$ cat config.mk
export PLATFORM = sky130hd
export DESIGN_NAME = line_enc45
export DESIGN_NICKNAME = d
export VERILOG_FILES = /design/src/rtl/enc45_pkg.sv /design/src/rtl/enc45_symmap.sv /design/src/rtl/enc45_shifter.sv /design/src/rtl/enc45_nrzi.sv /design/src/rtl/line_enc45.sv
export SDC_FILE = /design/constraint.sdc
export NUM_CORES = 1
export LEC_CHECK = 0
export BUFFER_PORTS_ARGS = -buffer_cell sky130_fd_sc_hd__buf_2
export CAP_MARGIN = 20
export CORE_MARGIN = 1
export CORE_UTILIZATION = 40
export CTS_CLUSTER_SIZE = 8
export DETAILED_ROUTE_END_ITERATION = 7
export GPL_TIMING_DRIVEN = 0
export SYNTH_ARGS = -nofsm -noshare
export SYNTH_HDL_FRONTEND = slang
export SYNTH_SLANG_ARGS = --single-unit
$ cat constraint.sdc
create_clock -name clk -period 2.1 [get_ports clk]
set_input_delay 0.315 -clock clk [delete_from_list [all_inputs] [get_ports clk]]
set_output_delay 0.315 -clock clk [all_outputs]
set_load 0.05 [all_outputs]
$ cat src/rtl/enc45_pkg.sv
package enc45_pkg;
   localparam int NIB_W = 4;
   localparam int SYM_W = 5;
   localparam logic [SYM_W-1:0] ESC_SYM  = 5'b00010;
   localparam logic [SYM_W-1:0] HOLD_SYM = 5'b00000;

   typedef logic [NIB_W-1:0] nib_t;
   typedef logic [SYM_W-1:0] sym_t;

   // 16-entry data code map, listed by nibble value
   function automatic sym_t data_code(input nib_t n);
      sym_t s;
      case (n)
         4'h0: s = 5'b10101;
         4'h1: s = 5'b01001;
         4'h2: s = 5'b01010;
         4'h3: s = 5'b01011;
         4'h4: s = 5'b00111;
         4'h5: s = 5'b01101;
         4'h6: s = 5'b01110;
         4'h7: s = 5'b01111;
         4'h8: s = 5'b10010;
         4'h9: s = 5'b11001;
         4'hA: s = 5'b11010;
         4'hB: s = 5'b11011;
         4'hC: s = 5'b10111;
         4'hD: s = 5'b11101;
         4'hE: s = 5'b11110;
         default: s = 5'b11111;
      endcase
      return s;
   endfunction
endpackage

$ cat src/rtl/enc45_symmap.sv
module enc45_symmap
   import enc45_pkg::*;
#(
   parameter int N_W = NIB_W,
   parameter int S_W = SYM_W
) (
   input  logic [N_W-1:0] nib_i,
   input  logic           esc_i,
   output logic [S_W-1:0] sym_o
);
   generate
      if (N_W != NIB_W || S_W != SYM_W) begin : g_bad_width
         $error("enc45_symmap: code map is defined for 4-bit nibbles and 5-bit symbols");
      end
   endgenerate

   always_comb begin
      if (esc_i) sym_o = ESC_SYM;
      else       sym_o = data_code(nib_i);
   end
endmodule

$ cat src/rtl/enc45_shifter.sv
module enc45_shifter
   import enc45_pkg::*;
#(
   parameter int S_W       = SYM_W,
   parameter bit IDLE_HOLD = 1'b0
) (
   input  logic           clk,
   input  logic           rst_n,
   input  logic           bit_en,
   input  logic           load_valid,
   input  logic [S_W-1:0] load_sym,
   output logic           load_take,
   output logic           bit_o
);
   localparam int CNT_W = $clog2(S_W);
   localparam logic [CNT_W-1:0] LAST = CNT_W'(S_W - 1);

   generate
      if (S_W < 2) begin : g_bad_len
         $error("enc45_shifter: symbol must be at least two bits");
      end
   endgenerate

   logic [S_W-1:0]   sym_q;
   logic [CNT_W-1:0] cnt_q;
   logic [S_W-1:0]   fill_sym;

   generate
      if (IDLE_HOLD) begin : g_fill_hold
         assign fill_sym = S_W'(HOLD_SYM);
      end else begin : g_fill_esc
         assign fill_sym = S_W'(ESC_SYM);
      end
   endgenerate

   logic at_last;
   assign at_last   = (cnt_q == LAST);
   assign load_take = bit_en && at_last;
   assign bit_o     = sym_q[LAST - cnt_q];

   always_ff @(posedge clk or negedge rst_n) begin
      if (!rst_n) begin
         sym_q <= '0;
         cnt_q <= LAST;
      end else if (bit_en) begin
         if (at_last) begin
            sym_q <= load_valid ? load_sym : fill_sym;
            cnt_q <= '0;
         end else begin
            cnt_q <= cnt_q + 1'b1;
         end
      end
   end


   cnt_range_chk: assert property (@(posedge clk) disable iff (!rst_n)
      cnt_q <= LAST);

   pause_keeps_state_chk: assert property (@(posedge clk) disable iff (!rst_n)
      !bit_en |=> ($stable(cnt_q) && $stable(sym_q)));
endmodule

$ cat src/rtl/enc45_nrzi.sv
module enc45_nrzi (
   input  logic clk,
   input  logic rst_n,
   input  logic bit_en,
   input  logic bit_i,
   output logic line_o
);
   logic line_q;

   always_ff @(posedge clk or negedge rst_n) begin
      if (!rst_n)      line_q <= 1'b0;
      else if (bit_en) line_q <= line_q ^ bit_i;
   end

   assign line_o = line_q;


   one_toggles_chk: assert property (@(posedge clk) disable iff (!rst_n)
      (bit_en && bit_i) |=> (line_q != $past(line_q)));

   idle_line_stable_chk: assert property (@(posedge clk) disable iff (!rst_n)
      !bit_en |=> $stable(line_q));
endmodule

$ cat src/rtl/line_enc45.sv
module line_enc45
   import enc45_pkg::*;
#(
   parameter bit IDLE_HOLD = 1'b0
) (
   input  logic             clk,
   input  logic             rst_n,
   input  logic             bit_en,
   input  logic             in_valid,
   output logic             in_ready,
   input  logic [NIB_W-1:0] in_nib,
   input  logic             in_esc,
   output logic             line_o
);
   logic [SYM_W-1:0] mapped_sym;
   logic             ser_bit;

   enc45_symmap #(.N_W(NIB_W), .S_W(SYM_W)) u_map (
      .nib_i (in_nib),
      .esc_i (in_esc),
      .sym_o (mapped_sym)
   );

   enc45_shifter #(.S_W(SYM_W), .IDLE_HOLD(IDLE_HOLD)) u_shift (
      .clk        (clk),
      .rst_n      (rst_n),
      .bit_en     (bit_en),
      .load_valid (in_valid),
      .load_sym   (mapped_sym),
      .load_take  (in_ready),
      .bit_o      (ser_bit)
   );

   enc45_nrzi u_nrzi (
      .clk    (clk),
      .rst_n  (rst_n),
      .bit_en (bit_en),
      .bit_i  (ser_bit),
      .line_o (line_o)
   );


   ready_needs_bit_en_chk: assert property (@(posedge clk) disable iff (!rst_n)
      in_ready |-> bit_en);

   esc_first_bit_zero_chk: assert property (@(posedge clk) disable iff (!rst_n)
      (in_valid && in_ready && in_esc) |=> (ser_bit == 1'b0));
endmodule

==> results.tsv, run 1 <==
metric	value	unit
drt first-iter violations	4	
DRC Markers	0	
Critical Path Slowest Stage Cell	dfrtp_1	
cell chain of the critical path	inv_1, ha_1, ha_1, and2_1, buf_2	
multi-input logic area	325	sq um
period utilization	0.922	
endpoints failing hold	0	
worst-case clock buffer depth	2	
DR pass1 iterations	2	
Nets	87	
Critical Path RT	1780	ps
Distinct cells, synth	29	
Routed WL per cell	11.2	um
global-route wire length before repair	1710	um
Placed Area	643	sq um
vias in the first global route	445	
most used cell, CP	ha_1	
H-tree depth	1	
gp weighted congestion	0.653	
initial antenna violation count	0	
Slew headroom	0.787	
sequential share of the synthesized area	0.394	
Max Freq	0.516	GHz
register area	226	sq um
fraction of layout cells with a size suffix above 1	0.257	
Arrival @ worst endpoint	1620	ps
diode count	0	
Hold WC Path Type	input port to register	
synthesized cell area	574	sq um
Worst Setup End Kind	output port	
FP Rows	13	
CTS tree	yes	
critical path's largest stage delay	480	ps
leading cell type in the layout, fill and taps excluded	buf_2	
grt ovf	0	
Setup Crit Path Kind	register to output port	
Post-CTS Hold Fix Bufs	1	
Period minus WS final	1940	ps
syn_nets	71	
post-layout instance area	679	sq um
power density of the placed cells	1410	nW/um^2
Max IR drop VDD	547	uV
full die area	1590	sq um
via count	462	
Leak	0.317	nW
# Max-Cap Violations	0	
Area growth syn-to-layout	18.3	%
core region area	1320	sq um
Antenna Nets Post-Route	0	
Vert. Die Dim	39.9	um
Final setup viols	0	
GRT Util Overall	0.167	
CTS clock-pin slew for the worst setup and hold paths	60	ps
top-level I/O count	11	
crit path launch type	register	
synthesized area per cell	9.73	sq um
DP HPWL	812	um
core occupancy in the finished layout	0.516	
Initial Util	0.436	
PortBufs	10	
Clock Sinks	9	
warnings from Yosys	0	
status	finished clean	
#FFs+latches synth	9	
clock latency on the worst-skew pair	260	ps
setup_tns	0	ps
largest net degree at the start of global routing	11	
Num CTS Buffers	3	
Crit Path Max Fanout	6	
max-slew violation count	0	
Die X	39.9	um
pre-CTS WS	207	ps
Post-CTS Setup Repair Bufs	0	
post-detailed-route via-to-cell ratio	5.19	
Layout fillers	133	
final setup margin	164	ps
measured slew at the worst slew-check pin	319	ps
highest-count cells in the layout ignoring fill and taps	10 x buf_2, 8 x dfrtp_1, 5 x nand2_1, 4 x inv_1, 4 x nor2_1	
WL final	1000	um
Root Driver	clkbuf_4	
RSZ-0062 raised after global routing	false	
CTS resizes	0	
Syn Inst Count	59	
Layout Skew	2.93	ps
==> critical path, delay by kind of cell (launching register included) <==
family / cells / cell delay [ps]
DFF: 1 / 480
adders and majority gates: 2 / 440
buffers and inverters: 2 / 300
and+or+nand+nor: 1 / 140
==> sequential cells by signal (all words and copies together) (netlist names) <==
| signal | cells |
|---|---|
| u_shift.sym_q | 5 |
| u_shift.cnt_q | 3 |
| u_nrzi.line_o | 1 |
==> layer usage <==
layer,routed length [um],track usage,up-vias
met2,496,0.290,11
li1,-,-,242
met4,8,0.129,0
met3,23,0.0170,2
met5,0,0,-
met1,472,0.180,207
==> through the flow <==
stage          std cells  hold WS [ps]  power [mW]
6_report              89           361       0.960
5_1_grt               89           361        1.05
4_1_cts               89           355       0.977
3_5_place_dp          84           175       0.841
3_3_place_gp          84           173       0.827
2_1_floorplan         59          19.4       0.730
==> kinds of logic after synthesis <==
logic type               after synthesis  synth area share
adder cells (fa/ha/maj)                3            0.0654
AND/OR/NAND/NOR                       25             0.270
buffers and inverters                  5            0.0392
multiplexers                           2            0.0436
AO/OA/AOI/OAI                         15             0.187
flip-flops                             9             0.394
==> synth_stat cells <==
cell type,number,area share
mux2_4,1,0.026
nor2b_1,1,0.011
and2_1,1,0.011
dfstp_2,1,0.046
buf_4,1,0.013
nor3b_1,1,0.013
o21ba_2,1,0.017
mux2i_1,1,0.017
nand2_1,5,0.033
o22ai_1,1,0.011
a2bb2oi_1,1,0.015
dfrtp_1,8,0.35
nor3_1,3,0.026
nor4bb_4,1,0.044
a21oi_1,2,0.017
o21a_1,1,0.013
nand2b_1,3,0.033
nand3b_1,3,0.039
o21ai_0,3,0.026
o21ai_1,2,0.017
inv_1,4,0.026
a32o_1,1,0.017
and3b_1,1,0.015
ha_1,3,0.065
or2_1,1,0.011
a221oi_2,1,0.026
o31ai_1,2,0.026
nand3_1,1,0.0087
nor2_1,4,0.026
==> report_power, final <==
part / total [mW] / switching (mW) / leakage [nW] / internal, mW
Combinational: 0.496 / 0.265 / 0.190 / 0.231
Clock: 0.131 / 0.0581 / 0.0150 / 0.0731
Sequential: 0.333 / 0.0676 / 0.112 / 0.265
Total: 0.960 / 0.391 / 0.317 / 0.569
==> layout make-up <==
class	instances	area share
clock buffers	4	0.0387
flip-flops and latches	9	0.333
multi-input cells	45	0.479
inverters	4	0.0221
plain buffers	1	0.0110
well taps	15	0.0276
repair buffers	11	0.0884
==> worst paths after layout <==
path                                   from                to  slack (ps)  depth (start not counted)
max reg2reg                u_shift.cnt_q[0]     u_nrzi.line_o         220                          6
max in group asynchronous             rst_n  u_shift.cnt_q[2]        1430                          2
min in group asynchronous             rst_n  u_shift.sym_q[1]         430                          2
min reg2reg                u_shift.sym_q[3]  u_shift.sym_q[3]         480                          2
min                               in_nib[2]  u_shift.sym_q[2]         360                          3
max                        u_shift.cnt_q[0]          in_ready         160                          5
Power figures use the tool's default switching activity.
==> run 2: changes to the inputs <==
--- a/config.mk
+++ b/config.mk
@@ -14,4 +14,5 @@
 export GPL_TIMING_DRIVEN = 0
 export SYNTH_ARGS = -nofsm -noshare
 export SYNTH_HDL_FRONTEND = slang
+export SYNTH_HIERARCHICAL = 1
 export SYNTH_SLANG_ARGS = --single-unit
==> results.tsv, run 2 <==
metric	value	unit	change
synth top area cells	dfrtp_1 37%, nand2_1 7.7%, o21ai_0 7.5%		was dfrtp_1 35%, ha_1 6.5%, dfstp_2 4.6%
synthesized area per cell	8.52	sq um	was 9.73 sq um
setup_tns	0	ps	unchanged
WL final	899	um	was 1000 um
Nets	91		was 87
Area growth syn-to-layout	19.3	%	was 18.3%
CTS tree	yes		unchanged
register area	226	sq um	unchanged
Initial Util	0.458		was 0.436
multi-input logic area	283	sq um	was 325 sq um
measured slew at the worst slew-check pin	249	ps	was 319 ps
pre-CTS WS	337	ps	was 207 ps
M1 GR Usage	0.176		was 0.180
Crit Path Max Fanout	4		was 6
endpoints failing hold	0		unchanged
Post-Synth Adder-Cell Area	0.0699		was 0.0654
sequential share of the synthesized area	0.422		was 0.394
CTS clock-pin slew for the worst setup and hold paths	60	ps	about the same
Post-CTS Setup Repair Bufs	0		unchanged
critical path's largest stage delay	430	ps	was 480 ps
met3 usage	0.0867		was 0.0170
Distinct cells, synth	20		was 29
Post-synth EDFFs	0		unchanged
Placed Area	604	sq um	was 643 sq um
Max IR drop VDD	632	uV	was 547 uV
largest family of logic cells by synthesized area	simple AND/OR/NAND/NOR gates		unchanged
final setup margin	243	ps	was 164 ps
CP top delay family	flip-flops		unchanged
Setup Crit Path Kind	register to output port		unchanged
drt first-iter violations	1		was 4
top-level I/O count	11		unchanged
# Max-Cap Violations	0		unchanged
mux share of post-synthesis cell area	0.0373		was 0.0436
Placed Instances	87		was 84
diode count	0		unchanged
H-tree depth	1		unchanged
Final setup viols	0		unchanged
Synth top area share	0.373		was 0.349
Hold WC Path Type	input port to register		unchanged
synth cell count leaders	11 x nand2_1, 8 x dfrtp_1, 8 x o21ai_0, 6 x inv_1, 6 x nor2_1		was 8 x dfrtp_1, 5 x nand2_1, 4 x inv_1, 4 x nor2_1
max reg flops	5		unchanged
DR pass1 iterations	4		was 2
Compound-Gate Fraction of Synth Area	0.166		was 0.187
Arrival @ worst endpoint	1540	ps	was 1620 ps
Num CTS Buffers	3		unchanged
#FFs+latches synth	9		unchanged
warnings from Yosys	6		was 0
cell chain of the critical path	inv_1, ha_1, ha_1, and2_1, buf_2		unchanged
Main synth FF type	dfrtp_1		unchanged
Vert. Die Dim	38.6	um	was 39.9 um
power density of the placed cells	1350	nW/um^2	was 1410 nW/um^2
clock latency on the worst-skew pair	250	ps	was 260 ps
FP Rows	12		was 13
most numerous cell in the Yosys netlist	nand2_1		was dfrtp_1
full die area	1490	sq um	was 1590 sq um
Layout fillers	115		was 133
Slew headroom	0.835		was 0.787
core region area	1170	sq um	was 1320 sq um
largest net degree at the start of global routing	11		unchanged
via count	452		was 462
Leak	0.309	nW	was 0.317 nW
Critical Path Slowest Stage Cell	dfrtp_1		unchanged
crit path launch type	register		unchanged
Fin Hold WS	336	ps	was 361 ps
Critical Path RT	1780	ps	about the same
Layout Skew	0.302	ps	was 2.93 ps
met2 Use GR	0.263		was 0.290
Syn Inst Count	63		was 59
cell taking the most area after synthesis	dfrtp_1		unchanged
most used cell, CP	ha_1		unchanged
max-slew violation count	0		unchanged
Clock Sinks	9		unchanged
post-layout instance area	641	sq um	was 679 sq um
Routed WL per cell	9.77	um	was 11.2 um
RSZ-0062 raised after global routing	false		unchanged
DRC Markers	0		unchanged
syn_nets	75		was 71
simple-gate share of the synthesized area	0.238		was 0.270
Root Driver	clkbuf_4		unchanged
global-route wire length before repair	1590	um	was 1710 um
synthesized cell area	537	sq um	was 574 sq um
worst-case clock buffer depth	2		unchanged
GRT Util Overall	0.164		was 0.167
initial antenna violation count	0		unchanged
fraction of layout cells with a size suffix above 1	0.218		was 0.257
gp weighted congestion	0.655		was 0.653
highest-count cells in the layout ignoring fill and taps	11 x buf_2, 11 x nand2_1, 8 x o21ai_0, 8 x dfrtp_1		was 10 x buf_2, 8 x dfrtp_1, 5 x nand2_1, 4 x inv_1, 4 x nor2_1
vias in the first global route	392		was 445
fraction of registers with async set/reset	1.00		unchanged
Biggest register	u_shift/sym_q		was u_shift.sym_q
Final Non-Filler Cells	92		was 89
Period minus WS final	1860	ps	was 1940 ps
status	finished clean		unchanged
Max Freq	0.539	GHz	was 0.516 GHz
Post-Synth XOR/XNOR Area	0.0163		was 0
Antenna Nets Post-Route	0		unchanged
period utilization	0.884		was 0.922
grt ovf	0		unchanged
Top Usage Layer GRT	met2		unchanged
Buf/Inv on CP	2		unchanged
Worst Setup End Kind	output port		unchanged
PortBufs	10		unchanged
post-detailed-route via-to-cell ratio	4.91		was 5.19
Die X	38.6	um	was 39.9 um
[run 2: changes by cell type in the layout (fill, tap and decap cells not counted), moves of 2 or more]
cell      before  now
inv_1          4    6
o21ai_0        3    8
or3_1          0    3
nand2b_1       3    0
nand2_1        5   11
o31ai_1        2    0
nor2_1         4    6
nor3_1         3    0
o21ai_1        2    0
[run 2: final cells by class]
class | instances | share of cell area
clock buffers | 4 | 0.0410
repair buffers | 11 | 0.0938
multi-input cells | 47 | 0.441
well taps | 14 | 0.0273
inverters | 6 | 0.0352
flip-flops and latches | 9 | 0.354
plain buffers | 1 | 0.00781
[run 2: repair_timing]
item                                   CTS  global route
hold buffers                             1             0
endpoints found under the hold margin    8             0
gates resized for setup                  0             0
[run 2: through the flow]
stage | utilization | power (mW)
final | 0.547 | 0.863
after global routing | 0.547 | 0.952
after CTS | 0.547 | 0.879
after detailed placement | 0.516 | 0.742
after global placement | 0.516 | 0.733
after floorplan | - | 0.651
[run 2: report_power, final]
group | switching, mW | total (mW) | leakage [nW] | internal (mW)
sequential | 0.0575 | 0.324 | 0.113 | 0.267
clock | 0.0551 | 0.128 | 0.0150 | 0.0729
combinational | 0.232 | 0.411 | 0.182 | 0.179
total | 0.344 | 0.863 | 0.309 | 0.519
[run 2: worst paths after layout]
path,depth (start not counted),end,slack (ps),from
setup / recovery,5,in_ready,240,u_shift/cnt_q[0]
hold / removal,3,u_nrzi/line_o,340,bit_en
setup reg to reg,7,u_nrzi/line_o,330,u_shift/cnt_q[0]
hold reg to reg,1,u_nrzi/line_o,470,u_nrzi/line_o
max in group asynchronous,2,u_shift/cnt_q[2],1410,rst_n
min in group asynchronous,2,u_shift/cnt_q[1],450,rst_n
[run 2: tightest hold or removal path: cells and delay by family]
kind | cells | cell delay, ps
buffers and inverters | 1 | 100
AND/OR/NAND/NOR | 1 | 70
XOR/XNOR | 1 | 60
[run 2: routing by layer]
layer | routed length [um] | part of all wire | up-vias
met3 | 45 | 0.050 | 0
met5 | 0 | 0 | -
met1 | 419 | 0.47 | 193
met2 | 434 | 0.48 | 14
li1 | - | - | 245
met4 | 0 | 0 | 0
[run 2: cell families (layout without fill, tap and decap cells)]
group,Yosys count,after routing
XOR/XNOR,1,1
adder cells (fa/ha/maj),3,3
buffers and inverters,7,22
AND/OR/NAND/NOR,26,26
multiplexers,2,2
flip-flops,9,9
AO/OA/AOI/OAI,15,15
==> run 3: changes to the inputs <==
--- a/config.mk
+++ b/config.mk
@@ -12,6 +12,7 @@
 export CTS_CLUSTER_SIZE = 8
 export DETAILED_ROUTE_END_ITERATION = 7
 export GPL_TIMING_DRIVEN = 0
+export REMOVE_ABC_BUFFERS = 1
 export SYNTH_ARGS = -nofsm -noshare
 export SYNTH_HDL_FRONTEND = slang
 export SYNTH_HIERARCHICAL = 1
==> constraint.sdc (replaced) <==
create_clock -name clk -period 2.1 [get_ports clk]
set_input_delay 0.315 -clock clk [delete_from_list [all_inputs] [get_ports clk]]
set_output_delay 0.315 -clock clk [all_outputs]
set_load 0.005 [all_outputs]
==> results.tsv, run 3 (synthesis gave the netlist of run 2 again) <==
metric	value	unit	change
clock latency on the worst-skew pair	250	ps	about the same
power density of the placed cells	1290	nW/um^2	was 1350 nW/um^2
DR pass1 iterations	2		was 4
GRT Util Overall	0.157		was 0.164
status	finished clean		unchanged
cell chain of the critical path	inv_1, ha_1, ha_1, and2_1, buf_2		unchanged
Die X	38.6	um	unchanged
Hold WC Path Type	input port to register		unchanged
WL final	947	um	was 899 um
Layout fillers	111		was 115
highest-count cells in the layout ignoring fill and taps	11 x nand2_1, 10 x buf_2, 8 x o21ai_0, 8 x dfrtp_1		was 11 x buf_2, 11 x nand2_1, 8 x o21ai_0, 8 x dfrtp_1
full die area	1490	sq um	unchanged
initial antenna violation count	0		unchanged
Max IR drop VDD	538	uV	was 632 uV
Layout Skew	2.10	ps	was 0.302 ps
largest net degree at the start of global routing	11		unchanged
Worst Setup SP	u_shift/cnt_q[0]		unchanged
Crit Path Max Fanout	4		unchanged
endpoints failing hold	0		unchanged
via count	456		was 452
Placed Area	599	sq um	was 604 sq um
flop-to-flop setup slack	330	ps	about the same
DP HPWL	748	um	
DRC Markers	0		unchanged
PortBufs	10		unchanged
setup_tns	0	ps	unchanged
leading cell type in the layout, fill and taps excluded	nand2_1		
Vert. Die Dim	38.6	um	unchanged
crit path launch type	register		unchanged
Max Freq	0.561	GHz	was 0.539 GHz
CTS tree	yes		unchanged
Clock Sinks	9		unchanged
Area growth syn-to-layout	18.4	%	was 19.3%
Period minus WS final	1780	ps	was 1860 ps
global-route wire length before repair	1560	um	was 1590 um
worst-case clock buffer depth	2		unchanged
Routed WL per cell	10.4	um	was 9.77 um
Buf/Inv on CP	2		unchanged
H-tree depth	1		unchanged
RR Startpoint	u_shift/cnt_q[0]		unchanged
grt ovf	0		unchanged
max-slew violation count	0		unchanged
max reg flops	5		unchanged
gp weighted congestion	0.676		was 0.655
reg2reg end	u_nrzi/line_o		unchanged
Root Driver	clkbuf_4		unchanged
Final setup viols	0		unchanged
FP Rows	12		unchanged
post-layout instance area	636	sq um	was 641 sq um
post-detailed-route via-to-cell ratio	5.01		was 4.91
Arrival @ worst endpoint	1470	ps	was 1540 ps
CTS clock-pin slew for the worst setup and hold paths	70	ps	was 60 ps
Antenna Nets Post-Route	0		unchanged
period utilization	0.849		was 0.884
top-level I/O count	11		unchanged
Setup Crit Path Kind	register to output port		unchanged
Slew headroom	0.852		was 0.835
Critical Path RT	1780	ps	about the same
Biggest register	u_shift/sym_q		unchanged
Num CTS Buffers	3		unchanged
core occupancy in the finished layout	0.543		was 0.547
# Max-Cap Violations	0		unchanged
fraction of layout cells with a size suffix above 1	0.208		was 0.218
measured slew at the worst slew-check pin	223	ps	was 249 ps
critical path's largest stage delay	410	ps	was 430 ps
vias in the first global route	376		was 392
most used cell, CP	ha_1		unchanged
Min-Delay Startpoint	in_valid		was bit_en
RSZ-0062 raised after global routing	false		unchanged
R2R cell count	7		unchanged
diode count	0		unchanged
Post-CTS Setup Repair Bufs	0		unchanged
drt first-iter violations	3		was 1
Critical Path Slowest Stage Cell	dfrtp_1		unchanged
Leak	0.305	nW	was 0.309 nW
Worst path depth	5		unchanged
core region area	1170	sq um	unchanged
Worst Setup End Kind	output port		unchanged
CP top delay family	adder cells		was flip-flops
Initial Util	0.458		unchanged
CP Capture Point	in_ready		unchanged
Nets	90		was 91
-- run 3: cell count changes in the layout (fill, tap and decap cells not counted), sizes merged --
cell  delta
buf      -1
-- run 3: where the power goes --
part,switching (mW),total (mW),internal (mW)
clock network,0.0610,0.134,0.0732
registers,0.0583,0.325,0.267
logic,0.181,0.359,0.178
total,0.301,0.819,0.518
-- run 3: what timing repair did --
action	4_1_cts	5_1_grt
hold endpoints to repair	8	0
hold buffers	1	0
resized for setup	0	0
setup endpoints to repair	0	0
-- run 3: worst min-delay path: stages --
cell,delay (ps)
buf_2,130
nand2_1,50
o21ai_0,60
-- run 3: final cells by class --
type	count	area [sq um]	area share
tap	14	17.5	0.0276
sequential	9	226	0.356
inverter	6	22.5	0.0354
multi-input combinational	47	283	0.445
timing repair buffer	11	60.1	0.0945
clock buffer	4	26.3	0.0413
-- run 3: how the worst min path moves through the flow --
| stage | cells past startpoint | endpoint |
|---|---|---|
| after floorplan | 0 | u_nrzi/line_o |
| after global placement | 1 | u_shift/cnt_q[0] |
| after detailed placement | 1 | u_shift/cnt_q[0] |
| after CTS | 3 | u_shift/sym_q[3] |
| after global routing | 3 | u_shift/sym_q[3] |
| final | 3 | u_shift/sym_q[3] |
-- run 3: metrics by stage --
step / total power [mW] / hold slack [ps] / setup WS, ps / std cells
floorplan: 0.595 / 19.4 / 438 / 62
global placement: 0.679 / 178 / 343 / 86
detailed placement: 0.692 / 178 / 341 / 86
CTS: 0.827 / 339 / 306 / 91
global route: 0.901 / 344 / 230 / 91
finish: 0.819 / 338 / 317 / 91
-- run 3: routing by layer --
layer  global-route usage  wire length, um  up-vias
met2                0.229              406       12
met4                0.103               19        0
met5                    0                0        -
met3               0.0347               33        2
met1                0.204              487      200
li1                     -                -      242
